`config.mk`:
```
export PLATFORM = sky130hd
export DESIGN_NAME = flash_status_ctl
export DESIGN_NICKNAME = d
export VERILOG_FILES = /design/src/rtl/flash_status_ctl.sv
export SDC_FILE = /design/constraint.sdc
export NUM_CORES = 1
export LEC_CHECK = 0
export ABC_CLOCK_PERIOD_IN_PS = 3250
export BUFFER_PORTS_ARGS = -buffer_cell sky130_fd_sc_hd__buf_2
export CAP_MARGIN = 25
export CORE_ASPECT_RATIO = 0.8
export CORE_UTILIZATION = 40
export CTS_CLUSTER_DIAMETER = 40
export CTS_CLUSTER_SIZE = 10
export DETAILED_ROUTE_END_ITERATION = 10
export PLACE_DENSITY = 0.54
export RECOVER_POWER = 50
export SLEW_MARGIN = 30
export SYNTH_ARGS = -nofsm -noshare
export SYNTH_HDL_FRONTEND = slang
export SYNTH_SLANG_ARGS = --single-unit
```
`constraint.sdc`:
```
create_clock -name clk -period 3.25 [get_ports clk]
set_clock_uncertainty 0.2 [all_clocks]
set_input_delay 0.325 -clock clk [delete_from_list [all_inputs] [get_ports clk]]
set_output_delay 0.325 -clock clk [all_outputs]
set_load 0.01 [all_outputs]
```
`src/rtl/flash_status_ctl.sv`:
```
module flash_status_ctl #(
  parameter int BUSY_CYCLES = 1000
) (
  input  logic clk,
  input  logic rst_n,
  input  logic sck,
  input  logic cs_n,
  input  logic si,
  input  logic wp_n,
  output logic so,
  output logic so_oe,
  output logic par_mode
);
  localparam int CW = $clog2(BUSY_CYCLES + 1);
  localparam logic [7:0] OP_WRSR = 8'h01;
  localparam logic [7:0] OP_RDSR = 8'h05;
  localparam logic [7:0] OP_WREN = 8'h06;
  localparam logic [7:0] OP_PON  = 8'h55;
  localparam logic [7:0] OP_POFF = 8'h45;

  logic          sck_q, cs_q;
  logic [4:0]    bit_cnt;
  logic [15:0]   shreg;
  logic          rd_act;
  logic [2:0]    rd_ptr;
  logic          lock_q, wel_q;
  logic [2:0]    prot_q;
  logic [CW-1:0] busy_cnt;
  logic          busy;

  wire sck_rise = sck & ~sck_q;
  wire sck_fall = ~sck & sck_q;
  wire cs_rise  = cs_n & ~cs_q;
  wire [7:0] next_byte = {shreg[6:0], si};
  wire [7:0] status    = {lock_q, 2'b00, prot_q, wel_q, busy};

  wire frame8  = cs_rise && (bit_cnt == 5'd8);
  wire frame16 = cs_rise && (bit_cnt == 5'd16);
  wire hw_lock = lock_q & ~wp_n;
  wire wren_ok = frame8 && (shreg[7:0] == OP_WREN) && !busy;
  wire wrsr_ok = frame16 && (shreg[15:8] == OP_WRSR) && wel_q && !busy && !hw_lock;
  wire pon     = frame8 && (shreg[7:0] == OP_PON);
  wire poff    = frame8 && (shreg[7:0] == OP_POFF);

  assign busy = (busy_cnt != '0);

  always_ff @(posedge clk or negedge rst_n) begin
    if (!rst_n) begin
      sck_q <= 1'b0;
      cs_q  <= 1'b1;
    end else begin
      sck_q <= sck;
      cs_q  <= cs_n;
    end
  end

  always_ff @(posedge clk or negedge rst_n) begin
    if (!rst_n) begin
      bit_cnt <= '0;
      shreg   <= '0;
      rd_act  <= 1'b0;
    end else if (cs_n) begin
      bit_cnt <= '0;
      rd_act  <= 1'b0;
    end else if (sck_rise) begin
      shreg <= {shreg[14:0], si};
      if (bit_cnt != 5'd31) bit_cnt <= bit_cnt + 5'd1;
      if (bit_cnt == 5'd7 && next_byte == OP_RDSR) rd_act <= 1'b1;
    end
  end

  always_ff @(posedge clk or negedge rst_n) begin
    if (!rst_n) begin
      rd_ptr <= 3'd7;
      so     <= 1'b0;
      so_oe  <= 1'b0;
    end else if (cs_n) begin
      rd_ptr <= 3'd7;
      so_oe  <= 1'b0;
    end else if (sck_fall && rd_act) begin
      so     <= status[rd_ptr];
      rd_ptr <= rd_ptr - 3'd1;
      so_oe  <= 1'b1;
    end
  end

  always_ff @(posedge clk or negedge rst_n) begin
    if (!rst_n) begin
      lock_q   <= 1'b0;
      prot_q   <= '0;
      wel_q    <= 1'b0;
      busy_cnt <= '0;
      par_mode <= 1'b0;
    end else begin
      if (wrsr_ok) begin
        lock_q   <= shreg[7];
        prot_q   <= shreg[4:2];
        busy_cnt <= CW'(BUSY_CYCLES);
      end else if (busy) begin
        busy_cnt <= busy_cnt - CW'(1);
      end
      if (busy_cnt == CW'(1)) wel_q <= 1'b0;
      else if (wren_ok)       wel_q <= 1'b1;
      if (pon)       par_mode <= 1'b1;
      else if (poff) par_mode <= 1'b0;
    end
  end
endmodule

```
# After elaboration in Yosys (flattened, before gate mapping)
# Cells that the tools add are included.
# classes
add_sub_neg	3
n_mul	0
div	0
n_lt_le_gt_ge	1
eq_ne	10
shift	0
n_mux	18
n_bitwise	9
reduce_logical	26
# op_table
cell	count
2-to-1 mux 10 bit	2
== test 8 x 3 -> 1 bit (second input constant)	2
== test 8 x 7 -> 1 bit (second input constant)	2
2-to-1 mux 5 bit	3
nonzero test 2 bit	7
logical AND 1 bit	12
== test 10 x 1 -> 1 bit (second input constant)	1
2-to-1 mux 1 bit	10
nonzero test 10 bit	1
subtractor 10 x 1 -> 10 bit (second input constant)	1
== test 8 x 1 -> 1 bit (second input constant)	1
AND reduction 2 bit	4
2-to-1 mux 3 bit	2
adder 5 x 1 -> 5 bit (second input constant)	1
== test 5 x 3 -> 1 bit (second input constant)	1
== test 5 x 4 -> 1 bit (second input constant)	1
== test 5 bit (second input constant)	1
inequality test 5 bit (second input constant)	1
NOT 1 bit	5
bitwise AND 1 bit	4
less-than comparator 3 x 4 -> 1 bit (second input constant)	1
binary-select mux 1 bit (select 3 bit)	1
subtractor 3 x 1 -> 3 bit (second input constant)	1
logical NOT 1 bit	2
# word_totals
regBits	45
latch_bits	0
ramBits	0
rom_bits	0
wordCells	80
n_memories	0

# Depth between registers and ports, before layout
# Gate-level depths: netlist (run 1).
# logic_depth
depth_word	8
depth_mapped	7
mapped_depth_nobuf	7

# Worst setup path before layout (run 1)
# No wires, ideal clock.
# synth_timing
path_type	register to register
start	register busy_cnt[0]
end	register lock_q
arrival_time_ps	2272
t_required_ps	2925
path_slack_ps	654
path_stages_with_launch	8
n_path_buf	1
path_cell_list	dfrtp_1 > inv_1 > ha_1 > or3b_2 > clkbuf_1 > nor4_1 > nor4b_4 > mux2_2
# synth_via
elab_chain_len	4
# synth_lines
element	line_no	source
start: declaration	28	logic [CW-1:0] busy_cnt;
start signal: assignment	98	busy_cnt <= CW'(BUSY_CYCLES);
start signal: assignment	100	busy_cnt <= busy_cnt - CW'(1);
nonzero test 10 bit	45	assign busy = (busy_cnt != '0);
logical NOT 1 bit	41	wire wrsr_ok = frame16 && (shreg[15:8] == OP_WRSR) && wel_q && !busy && !hw_lock;
logical AND 1 bit (2 in a row)	41	
end signal: assignment	96	lock_q <= shreg[7];
end: declaration	26	logic lock_q, wel_q;
# Every way passes these cells.
# A chain may end at the register's enable or synchronous reset.

# Worst setup path in the final report (run 1)
# layout_timing
start	register busy_cnt[0]
end	register prot_q[2]
# layout_via
elab_chain_len	4
# layout_lines
element	line_no	source
nonzero test 10 bit	45	
logical NOT 1 bit	41	
logical AND 1 bit (2 in a row)	41	
end signal: assignment	97	prot_q <= shreg[4:2];
end: declaration	27	logic [2:0] prot_q;
# Every way passes these cells.

==> results of run 1 <==
==> kinds of logic after synthesis <==
logic type / count (synthesis) / share of synthesized area [%]
AND/OR/NAND/NOR: 62 / 17.7
flip-flops: 45 / 52.6
AO/OA/AOI/OAI: 28 / 8.43
multiplexers: 25 / 12.9
buffers and inverters: 16 / 2.91
adder cells (fa/ha/maj): 6 / 3.49
XOR/XNOR: 5 / 2.04
==> state kept, by name, indices dropped and copies added (netlist names) <==
register / cells
rd_ptr: 3
cs_q: 1
so: 1
bit_cnt: 5
rd_act: 1
so_oe: 1
sck_q: 1
wel_q: 1
lock_q: 1
prot_q: 3
shreg: 16
busy_cnt: 10
par_mode: 1
==> worst max-delay path by stage <==
stage          cells after the start  slack (ns)   endpoint
3_3_place_gp                       6        0.59  prot_q[2]
5_1_grt                            6        0.20  prot_q[2]
3_5_place_dp                       6        0.47     lock_q
2_1_floorplan                      7        0.65     lock_q
6_report                           6        0.40  prot_q[2]
4_1_cts                            6        0.43  prot_q[2]
==> area by class of cell <==
type / instances / area [µm²] / share of cell area (%)
flip-flops and latches: 45 / 1130 / 47.2
multi-input cells: 126 / 963 / 40.2
repair buffers: 11 / 65.1 / 2.71
well taps: 62 / 77.6 / 3.23
clock inverters: 2 / 37.5 / 1.56
inverters: 11 / 41.3 / 1.72
clock buffers: 6 / 82.6 / 3.44
==> power groups by stage <==
stage	registers, mW	clock network (mW)	logic (mW)
after floorplan	0.661	0	0.0781
after global placement	0.684	0	0.102
after detailed placement	0.686	0	0.107
after CTS	0.675	0.453	0.110
after global routing	0.687	0.487	0.122
final	0.675	0.442	0.108
==> cells in the final DEF (no fill, tap or decap), types with 3 or more instances in the layout <==
cell type  instances
dfstp_2            4
nor2_1            12
o31ai_1            4
xnor2_1            3
nand2_1           11
mux2i_1            3
nor4_1             8
buf_2              5
inv_1             11
clkbuf_8           6
a21oi_1            8
nor3b_1            3
ha_1               6
mux2_2            22
nand3_1            3
o21ai_0            7
dfrtp_1           41
==> worst register-to-register path: stages, from the launching register on <==
cell and delay [ns]:
dfrtp_1 0.44, inv_1 0.09, ha_1 0.22, or3b_2 0.56
nor4_1 0.33, nor4b_4 0.47, mux2_2 0.40
==> timing repair <==
action / in CTS / in global routing
resized for setup: 0 / 0
hold buffers: 1 / 1
hold endpoints to repair: 1 / 41
==> metal layers <==
layer	GRT usage [%]	up-vias	share of wire (%)
li1	-	697	-
met3	5.75	9	3.3
met4	8.19	0	2.4
met1	23.9	695	51
met2	25.8	25	43
met5	0	-	0
==> stage by stage <==
stage | util [%] | total power [mW] | worst slack, ns | hold WS [ns]
finish | 47.1 | 1.23 | 0.402 | 0.0720
global route | 47.1 | 1.30 | 0.197 | 0.0602
CTS | 46.9 | 1.24 | 0.426 | 0.0147
detailed placement | 44.4 | 0.793 | 0.465 | 0.272
global placement | 44.4 | 0.786 | 0.591 | 0.262
floorplan | - | 0.739 | 0.654 | -0.171
==> results.txt, run 1 <==
Status -> finished, final reports clean
Drt via density -> 5.42
Avg Cell Area, Syn -> 11.5 µm²
Clock Path Buffers -> 2
Critical path class -> register to register
Synth Cell Area -> 2150 µm²
Final period utilization -> 87.6%
Relative slew slack -> 27.2%
Final GP Congestion -> 0.870
Internal -> 0.924 mW
Buffers & Inverters on Critical Path -> 1
Yosys reg bits -> 45
CP top delay family -> simple AND/OR/NAND/NOR gates
Yosys top cell by area -> dfrtp_1
Iter 0 DRT Violations -> 100
Num ports -> 9
Final hold violations -> 0
Final Instance Area -> 2400 µm²
Hold_sp -> si
Die X -> 84.0 µm
Post-CTS Setup Inserts -> 0
Later-pin clock latency in the skew report -> 0.31 ns
Chip height -> 67.6 µm
Reg power frac -> 55.1%
Fraction of registers with async set/reset -> 100%
Worst Reg-to-Reg Cells -> 6
Syn Inst Count -> 187
Clock network fraction of design power -> 36.1%
Reg2reg end -> prot_q[2]
DRC Markers -> 0
Vias in the first global route -> 1,429
Top_reg_cell synth -> dfrtp_1
Fill cells -> 472
Number of nets with antenna violations after routing -> 0
Combinational Power Share -> 8.8%
Fin crit period -> 2.85 ns
Count of cell types in the netlist -> 44
Port buffer count -> 8
First-pass GRT wire length -> 7310 µm
Net Count, Synth -> 199
PwrDens -> 511 nW/µm²
Most numerous cell in the Yosys netlist -> dfrtp_1
RSZ-0062 raised after global routing -> no
Final Net Count -> 212
Setup violators final -> 0
Min-delay worst type -> primary input to register
Critical Path Fanout Max -> 8
CP Capture Type -> register
Seq/Total Area, Yosys -> 52.6%
Slew @ Worst Pin -> 1.09 ns
Number of flops mapped to enable cells by yosys -> 0
Antenna cells -> 0
WL/cell -> 16.2 µm
Max Cap Viol -> 0
Routed WL -> 4250 µm
Crit path cell chain -> inv_1 > ha_1 > or3b_2 > nor4_1 > nor4b_4 > mux2_2
GRT Total Usage -> 17.6%
CP Data Required Time -> 3.23 ns
Syn. warnings -> 0
Placed instance count -> 253
DRT Pass-1 Iters -> 4
DP Area -> 2260 µm²
FP Rows -> 23
Worst Hold End -> shreg[0]
Area delta synth->final -> 11.5%
Top post-synthesis cells by area -> dfrtp_1 48%, mux2_2 12%, dfstp_2 4.9%
Final Non-Filler Cells -> 263
Setup TNS Final -> 0 ns
Slew Limit Fails -> 0
Clk slew on worst S/H paths -> 0.09 ns
Net switching power -> 0.301 mW
Share of layout cells above drive strength 1 -> 24.9%
Remaining global-route overflow -> 0
Number of antenna violations at the first check in global routing -> 0
Leakage power -> 1.04 nW
Area share of the largest cell type after synthesis -> 47.7%
Largest net degree at the start of global routing -> 46
Core Region -> 5090 µm²
Reg2Reg Setup Slack -> 0.40 ns
Crit path launch -> busy_cnt[0]
Top post-synthesis cells by count -> 41 x dfrtp_1, 22 x mux2_2, 12 x nor2_1
Clock sink count -> 45
Dpl hpwl -> 3060 µm
Via count -> 1,426
Net Sw Frac -> 24.6%
WHS Path Cells -> 2
H-Tree Level Count -> 2
CP max stage delay -> 0.56 ns
Total CTS buffers -> 5
Critical Path AT -> 2.83 ns
Startpoint Class -> register
VDD IR max -> 0.000242 V
Starting Density -> 42.3%
CTS tree -> done
Root Driver -> clkbuf_8
DIE AREA -> 5680 µm²
Worst reg2reg path startpoint -> busy_cnt[0]
Max Freq -> 351 MHz
Slowest-stage cell, CP -> or3b_2
(Power assumes the default switching activity.)
==> inputs of run 2 (changes only) <==
--- a/config.mk
+++ b/config.mk
@@ -9,6 +9,7 @@
 export BUFFER_PORTS_ARGS = -buffer_cell sky130_fd_sc_hd__buf_2
 export CAP_MARGIN = 25
 export CORE_ASPECT_RATIO = 0.8
+export CORE_MARGIN = 2
 export CORE_UTILIZATION = 40
 export CTS_CLUSTER_DIAMETER = 40
 export CTS_CLUSTER_SIZE = 10
==> run 2 against run 1 <==
Compared with the run above:
- first-iteration DRC count increased by 11%
- critical path depth did not move
- global-route usage is 2.4 points lower
- cell area fell by 1.7%
- sequential share of layout area rose by 0.80 points
- non-clock buffer count did not move
- register-to-register slack improved by 0.09 ns
- sequential cell count did not move
- fmax increased by 3.1%
- power is 9.4% lower
- die area is 5.4% higher
- via count increased by 4.3%
- critical path type unchanged
- critical endpoint unchanged
==> results.txt, run 2 (synthesis gave the netlist of run 1 again) <==
Core Region -> 5090 µm² (unchanged)
Most common cell after layout, fill and taps aside -> dfrtp_1 (unchanged)
Remaining global-route overflow -> 0 (unchanged)
Worst reg2reg path startpoint -> busy_cnt[0] (unchanged)
Clock sink count -> 45 (unchanged)
Critical path class -> register to register (unchanged)
DRT Pass-1 Iters -> 4 (unchanged)
CTS tree -> done (unchanged)
Leakage power -> 1.02 nW (was 1.04 nW)
Vias in the first global route -> 1,433 (was 1,429)
Biggest regs -> shreg (16), busy_cnt (10), bit_cnt (5) (unchanged)
CP Data Required Time -> 3.22 ns (was 3.23 ns)
Final hold violations -> 0 (unchanged)
Setup violators final -> 0 (unchanged)
Critical Path AT -> 2.73 ns (was 2.83 ns)
First-pass GRT wire length -> 7130 µm (was 7310 µm)
PwrDens -> 471 nW/µm² (was 511 nW/µm²)
Routing usage on met2 -> 21.3% (was 25.8%)
Largest net degree at the start of global routing -> 46 (unchanged)
Chip height -> 69.6 µm (was 67.6 µm)
Startpoint Class -> register (unchanged)
Max Freq -> 362 MHz (was 351 MHz)
GRT Total Usage -> 15.2% (was 17.6%)
RSZ-0062 raised after global routing -> no (unchanged)
Later-pin clock latency in the skew report -> 0.29 ns (was 0.31 ns)
Fill cells -> 450 (was 472)
Die X -> 86.0 µm (was 84.0 µm)
Clk slew on worst S/H paths -> 0.08 ns (was 0.09 ns)
Pre-CTS WS -> 0.515 ns (was 0.465 ns)
Met1 Usage GRT -> 23.4% (was 23.9%)
Setup WS post-layout -> 0.489 ns (was 0.402 ns)
Fin crit period -> 2.76 ns (was 2.85 ns)
Number of nets with antenna violations after routing -> 0 (unchanged)
Via count -> 1,488 (was 1,426)
H-Tree Level Count -> 2 (unchanged)
WL/cell -> 15.5 µm (was 16.2 µm)
VDD IR max -> 0.000162 V (was 0.000242 V)
Max reg flops -> 16 (unchanged)
Iter 0 DRT Violations -> 111 (was 100)
Num ports -> 9 (unchanged)
Biggest register -> shreg (unchanged)
Min-delay worst type -> primary input to register (unchanged)
Antenna cells -> 0 (unchanged)
Slew @ Worst Pin -> 1.08 ns (was 1.09 ns)
Max Cap Viol -> 0 (unchanged)
Clock Path Buffers -> 2 (unchanged)
Worst Reg-to-Reg Cells -> 6 (unchanged)
Port buffer count -> 8 (unchanged)
Final Net Count -> 212 (unchanged)
DIE AREA -> 5990 µm² (was 5680 µm²)
Hold_sp -> si (unchanged)
Drt via density -> 5.66 (was 5.42)
Dpl hpwl -> 2950 µm (was 3060 µm)
Most Used Layer, Global Route -> met1 (was met2)
Share of layout cells above drive strength 1 -> 23.4% (was 24.9%)
Routed WL -> 4090 µm (was 4250 µm)
Worst Hold End -> shreg[0] (unchanged)
Critical Path Fanout Max -> 8 (unchanged)
Most frequent cells in the layout -> 41 x dfrtp_1, 22 x mux2_2, 12 x nor2_1 (unchanged)
Setup TNS Final -> 0 ns (unchanged)
DRC Markers -> 0 (unchanged)
Post-cts resize count -> 0 (unchanged)
GR Util met3 -> 3.93% (was 5.75%)
Final GP Congestion -> 0.854 (was 0.870)
Number of antenna violations at the first check in global routing -> 0 (unchanged)
Root Driver -> clkbuf_8 (unchanged)
Total CTS buffers -> 5 (unchanged)
Starting Density -> 42.3% (unchanged)
FP Rows -> 23 (unchanged)
Area delta synth->final -> 9.59% (was 11.5%)
WHS Path Cells -> 2 (unchanged)
Post-CTS Setup Inserts -> 0 (unchanged)
Relative slew slack -> 28.2% (was 27.2%)
Status -> finished, final reports clean (unchanged)
CP Capture Type -> register (unchanged)
Reg2reg end -> prot_q[2] (unchanged)
Final period utilization -> 85.0% (was 87.6%)
Reg2Reg Setup Slack -> 0.49 ns (was 0.40 ns)
Slew Limit Fails -> 0 (unchanged)
run 2: cell types whose count changed in the layout (fill, tap and decap cells not counted):
cell | previous run | this run
clkbuf_1 | 2 | 5
clkinvlp_4 | 1 | 0
clkbuf_8 | 6 | 5
bufinv_16 | 1 | 0
run 2: worst max path at each step:
| stage | from | endpoint | slack (ns) | depth (start not counted) |
|---|---|---|---|---|
| after floorplan | busy_cnt[0] | lock_q | 0.65 | 7 |
| after global placement | busy_cnt[0] | prot_q[2] | 0.59 | 6 |
| after detailed placement | busy_cnt[0] | prot_q[1] | 0.52 | 6 |
| after CTS | busy_cnt[0] | prot_q[2] | 0.48 | 6 |
| after global routing | busy_cnt[0] | lock_q | 0.31 | 6 |
| final | busy_cnt[0] | prot_q[2] | 0.49 | 6 |
run 2: layer usage:
metal | part of all wire, % | up-vias
li1 | - | 708
met1 | 53 | 765
met2 | 43 | 13
met3 | 3.2 | 2
met4 | 0.46 | 0
met5 | 0 | -
run 2: area by class of cell:
type	count	area (µm²)	share of cell area, %
clock buffer	8	80.1	3.40
inverter	11	41.3	1.75
multi-input combinational	126	963	40.8
sequential	45	1130	48.0
tap	62	77.6	3.29
timing repair buffer	11	65.1	2.76
run 2: stage by stage:
stage / instance area (µm²) / utilization [%] / cells / hold WS [ns] / total power [mW]
floorplan: 2150 / - / 187 / -0.171 / 0.739
detailed placement: 2260 / 44.4 / 253 / 0.266 / 0.794
global placement: 2260 / 44.4 / 253 / 0.262 / 0.786
finish: 2360 / 46.3 / 263 / 0.0904 / 1.11
CTS: 2350 / 46.2 / 262 / 0.0318 / 1.12
global route: 2360 / 46.3 / 263 / 0.0946 / 1.17
run 2: timing repair:
action                                 4_1_cts  5_1_grt
hold buffers                                 1        1
endpoints found under the hold margin        1       41
setup endpoints to repair                    0        0
run 2: where the power goes:
part | internal [mW] | leakage, nW | switching [mW]
logic | 0.0598 | 0.408 | 0.0466
clock network | 0.153 | 0.0395 | 0.172
registers | 0.614 | 0.574 | 0.0650
run 2: critical path: stages, from the launching register on:
cell and delay (ns):
dfrtp_1 0.43, inv_1 0.09, ha_1 0.21, or3b_2 0.56
nor4_1 0.31, nor4b_4 0.46, mux2_2 0.39
==> inputs of run 3 (changes only) <==
--- a/config.mk
+++ b/config.mk
@@ -5,7 +5,7 @@
 export SDC_FILE = /design/constraint.sdc
 export NUM_CORES = 1
 export LEC_CHECK = 0
-export ABC_CLOCK_PERIOD_IN_PS = 3250
+export ABC_CLOCK_PERIOD_IN_PS = 2400
 export BUFFER_PORTS_ARGS = -buffer_cell sky130_fd_sc_hd__buf_2
 export CAP_MARGIN = 25
 export CORE_ASPECT_RATIO = 0.8
@@ -14,7 +14,7 @@
 export CTS_CLUSTER_DIAMETER = 40
 export CTS_CLUSTER_SIZE = 10
 export DETAILED_ROUTE_END_ITERATION = 10
-export PLACE_DENSITY = 0.54
+export PLACE_DENSITY = 0.56
 export RECOVER_POWER = 50
 export SLEW_MARGIN = 30
 export SYNTH_ARGS = -nofsm -noshare
==> constraint.sdc (replaced) <==
create_clock -name clk -period 2.4 [get_ports clk]
set_clock_uncertainty 0.2 [all_clocks]
set_input_delay 0.24 -clock clk [delete_from_list [all_inputs] [get_ports clk]]
set_output_delay 0.24 -clock clk [all_outputs]
set_load 0.01 [all_outputs]
==> run 3 against run 2 <==
Compared with the run above:
- combinational power is 42% higher
- cell count is 5.7% higher
- sequential share of layout area is 3.6 points lower
- routed wire length is 4.4% higher
- cell area is 8.1% higher
- global-route usage is 0.32 points higher
- register-to-register slack worse by 0.36 ns
- largest cell class unchanged
- largest power group unchanged
- highest routed layer unchanged
==> results.txt, run 3 (synthesis gave the netlist of run 1 again) <==
Startpoint Class -> register (unchanged)
Buffers & Inverters on Critical Path -> 2 (was 1)
Reg2Reg Setup Slack -> 0.13 ns (was 0.49 ns)
Dpl hpwl -> 3220 µm (was 2950 µm)
Num ports -> 9 (unchanged)
Later-pin clock latency in the skew report -> 0.29 ns (about the same)
Max Cap Viol -> 0 (unchanged)
WL/cell -> 15.3 µm (was 15.5 µm)
Leakage power -> 1.10 nW (was 1.02 nW)
Clock Path Buffers -> 2 (unchanged)
Reg2reg end -> prot_q[2] (unchanged)
Worst Reg-to-Reg Cells -> 7 (was 6)
DIE AREA -> 5990 µm² (unchanged)
Slew @ Worst Pin -> 1.21 ns (was 1.08 ns)
Antenna cells -> 0 (unchanged)
Starting Density -> 42.3% (unchanged)
Vias in the first global route -> 1,544 (was 1,433)
GRT Total Usage -> 15.6% (was 15.2%)
CTS tree -> done (unchanged)
Biggest regs -> shreg (16), busy_cnt (10), bit_cnt (5) (unchanged)
Multi-input gate area -> 1010 µm² (was 963 µm²)
Register area -> 1130 µm² (unchanged)
Final GP Congestion -> 0.777 (was 0.854)
Critical path class -> register to register (unchanged)
First-pass GRT wire length -> 7550 µm (was 7130 µm)
Root Driver -> clkbuf_8 (unchanged)
FP Rows -> 23 (unchanged)
DP Area -> 2380 µm² (was 2260 µm²)
Pre-CTS WS -> 0.0139 ns (was 0.515 ns)
Setup violators final -> 0 (unchanged)
Relative slew slack -> 19.3% (was 28.2%)
Critical Path Fanout Max -> 5 (was 8)
Max reg flops -> 16 (unchanged)
Biggest register -> shreg (unchanged)
WHS Path Cells -> 2 (unchanged)
Clk slew on worst S/H paths -> 0.08 ns (about the same)
Die X -> 86.0 µm (unchanged)
RSZ-0062 raised after global routing -> no (unchanged)
Total CTS buffers -> 5 (unchanged)
Worst reg2reg path startpoint -> busy_cnt[0] (unchanged)
Slew Limit Fails -> 0 (unchanged)
Via count -> 1,507 (was 1,488)
Worst Hold End -> cs_q (was shreg[0])
Fin crit period -> 2.27 ns (was 2.76 ns)
CP Data Required Time -> 2.38 ns (was 3.22 ns)
Drt via density -> 5.42 (was 5.66)
Most frequent cells in the layout -> 41 x dfrtp_1, 18 x mux2_2, 12 x nor2_1 (was 41 x dfrtp_1, 22 x mux2_2, 12 x nor2_1)
Iter 0 DRT Violations -> 59 (was 111)
Fill cells -> 480 (was 450)
Hold_sp -> cs_n (was si)
Setup TNS Final -> 0 ns (unchanged)
Critical Path AT -> 2.25 ns (was 2.73 ns)
Routed WL -> 4270 µm (was 4090 µm)
Remaining global-route overflow -> 0 (unchanged)
Area delta synth->final -> 18.4% (was 9.59%)
Chip height -> 69.6 µm (unchanged)
CP max stage delay -> 0.44 ns (was 0.56 ns)
VDD IR max -> 0.000341 V (was 0.000162 V)
Status -> finished, final reports clean (unchanged)
Final period utilization -> 94.8% (was 85.0%)
Max Freq -> 440 MHz (was 362 MHz)
Layout Utilization -> 50.0% (was 46.3%)
Crit path cell chain -> inv_1 > ha_2 > or3b_4 > nor4_4 > nor4b_4 > buf_6 > mux2_4 (was inv_1 > ha_1 > or3b_2 > nor4_1 > nor4b_4 > mux2_2)
CP top delay family -> simple AND/OR/NAND/NOR gates (unchanged)
Min-delay worst type -> primary input to register (unchanged)
Share of layout cells above drive strength 1 -> 29.2% (was 23.4%)
CP Capture Type -> register (unchanged)
DRT Pass-1 Iters -> 4 (unchanged)
Most common cell after layout, fill and taps aside -> dfrtp_1 (unchanged)
Final Net Count -> 227 (was 212)
Slowest-stage cell, CP -> dfrtp_1 (was or3b_2)
Setup WS post-layout -> 0.125 ns (was 0.489 ns)
Final hold violations -> 0 (unchanged)
Core Region -> 5090 µm² (unchanged)
PwrDens -> 651 nW/µm² (was 471 nW/µm²)
Design Power -> 1.66 mW (was 1.11 mW)
Largest net degree at the start of global routing -> 24 (was 46)
Clock sink count -> 45 (unchanged)
H-Tree Level Count -> 2 (unchanged)
Number of antenna violations at the first check in global routing -> 0 (unchanged)
Final Instance Area -> 2550 µm² (was 2360 µm²)
Number of nets with antenna violations after routing -> 0 (unchanged)
DRC Markers -> 0 (unchanged)
Port buffer count -> 8 (unchanged)
[run 3: cell types whose count changed in the layout (fill, tap and decap cells not counted), moves of 2 or more]
cell,change
buf_4,+10
buf_2,-2
mux2_2,-4
mux2_4,+4
[run 3: how the worst max path moves through the flow]
stage | slack (ns) | startpoint | to | cells past startpoint
2_1_floorplan | -0.05 | busy_cnt[7] | lock_q | 6
3_3_place_gp | 0.04 | bit_cnt[3] | prot_q[2] | 5
3_5_place_dp | 0.01 | bit_cnt[3] | prot_q[2] | 5
4_1_cts | 0.02 | bit_cnt[3] | prot_q[2] | 5
5_1_grt | 0.02 | busy_cnt[1] | lock_q | 7
6_report | 0.13 | busy_cnt[0] | prot_q[2] | 7
[run 3: area by class of cell]
| type | count | share of cell area, % |
|---|---|---|
| Timing Repair Buffer | 26 | 6.73 |
| Tap cell | 62 | 3.04 |
| Clock inverter | 2 | 1.47 |
| Inverter | 11 | 1.62 |
| Sequential cell | 45 | 44.4 |
| Clock buffer | 6 | 3.24 |
| Multi-Input combinational cell | 126 | 39.5 |
[run 3: metal layers]
layer | global-route usage (%) | share of wire, % | wire (µm)
met3 | 3.57 | 3.0 | 127
met1 | 23.2 | 52 | 2200
met2 | 23.6 | 45 | 1920
met4 | 2.12 | 0.26 | 11
met5 | 0 | 0 | 0
[run 3: power by group]
group,switching (mW),total [mW],leakage (nW),internal [mW]
clock,0.254,0.592,0.0574,0.339
sequential,0.0849,0.916,0.574,0.831
combinational,0.0642,0.150,0.471,0.0857
total,0.403,1.66,1.10,1.26
[run 3: stage by stage]
stage                     instances  hold WS [ns]
after floorplan                 187        -0.256
after global placement          266        0.0214
after detailed placement        266        0.0423
after CTS                       276       0.00413
after global routing            278         0.270
final                           278         0.250
[run 3: worst register-to-register path, delay by kind of cell, from the launching register on]
family | cells | cell delay, ns
DFF | 1 | 0.44
buffers and inverters | 2 | 0.25
muxes | 1 | 0.30
adders and majority gates | 1 | 0.21
and+or+nand+nor | 3 | 0.77
[run 3: repair_timing]
| item | in CTS | in global routing |
|---|---|---|
| cloned | 0 | 0 |
| setup buffers | 0 | 1 |
| hold buffers | 2 | 1 |
| gates resized for setup | 1 | 3 |
| hold endpoints to repair | 18 | 1 |
| setup endpoints to repair | 3 | 6 |
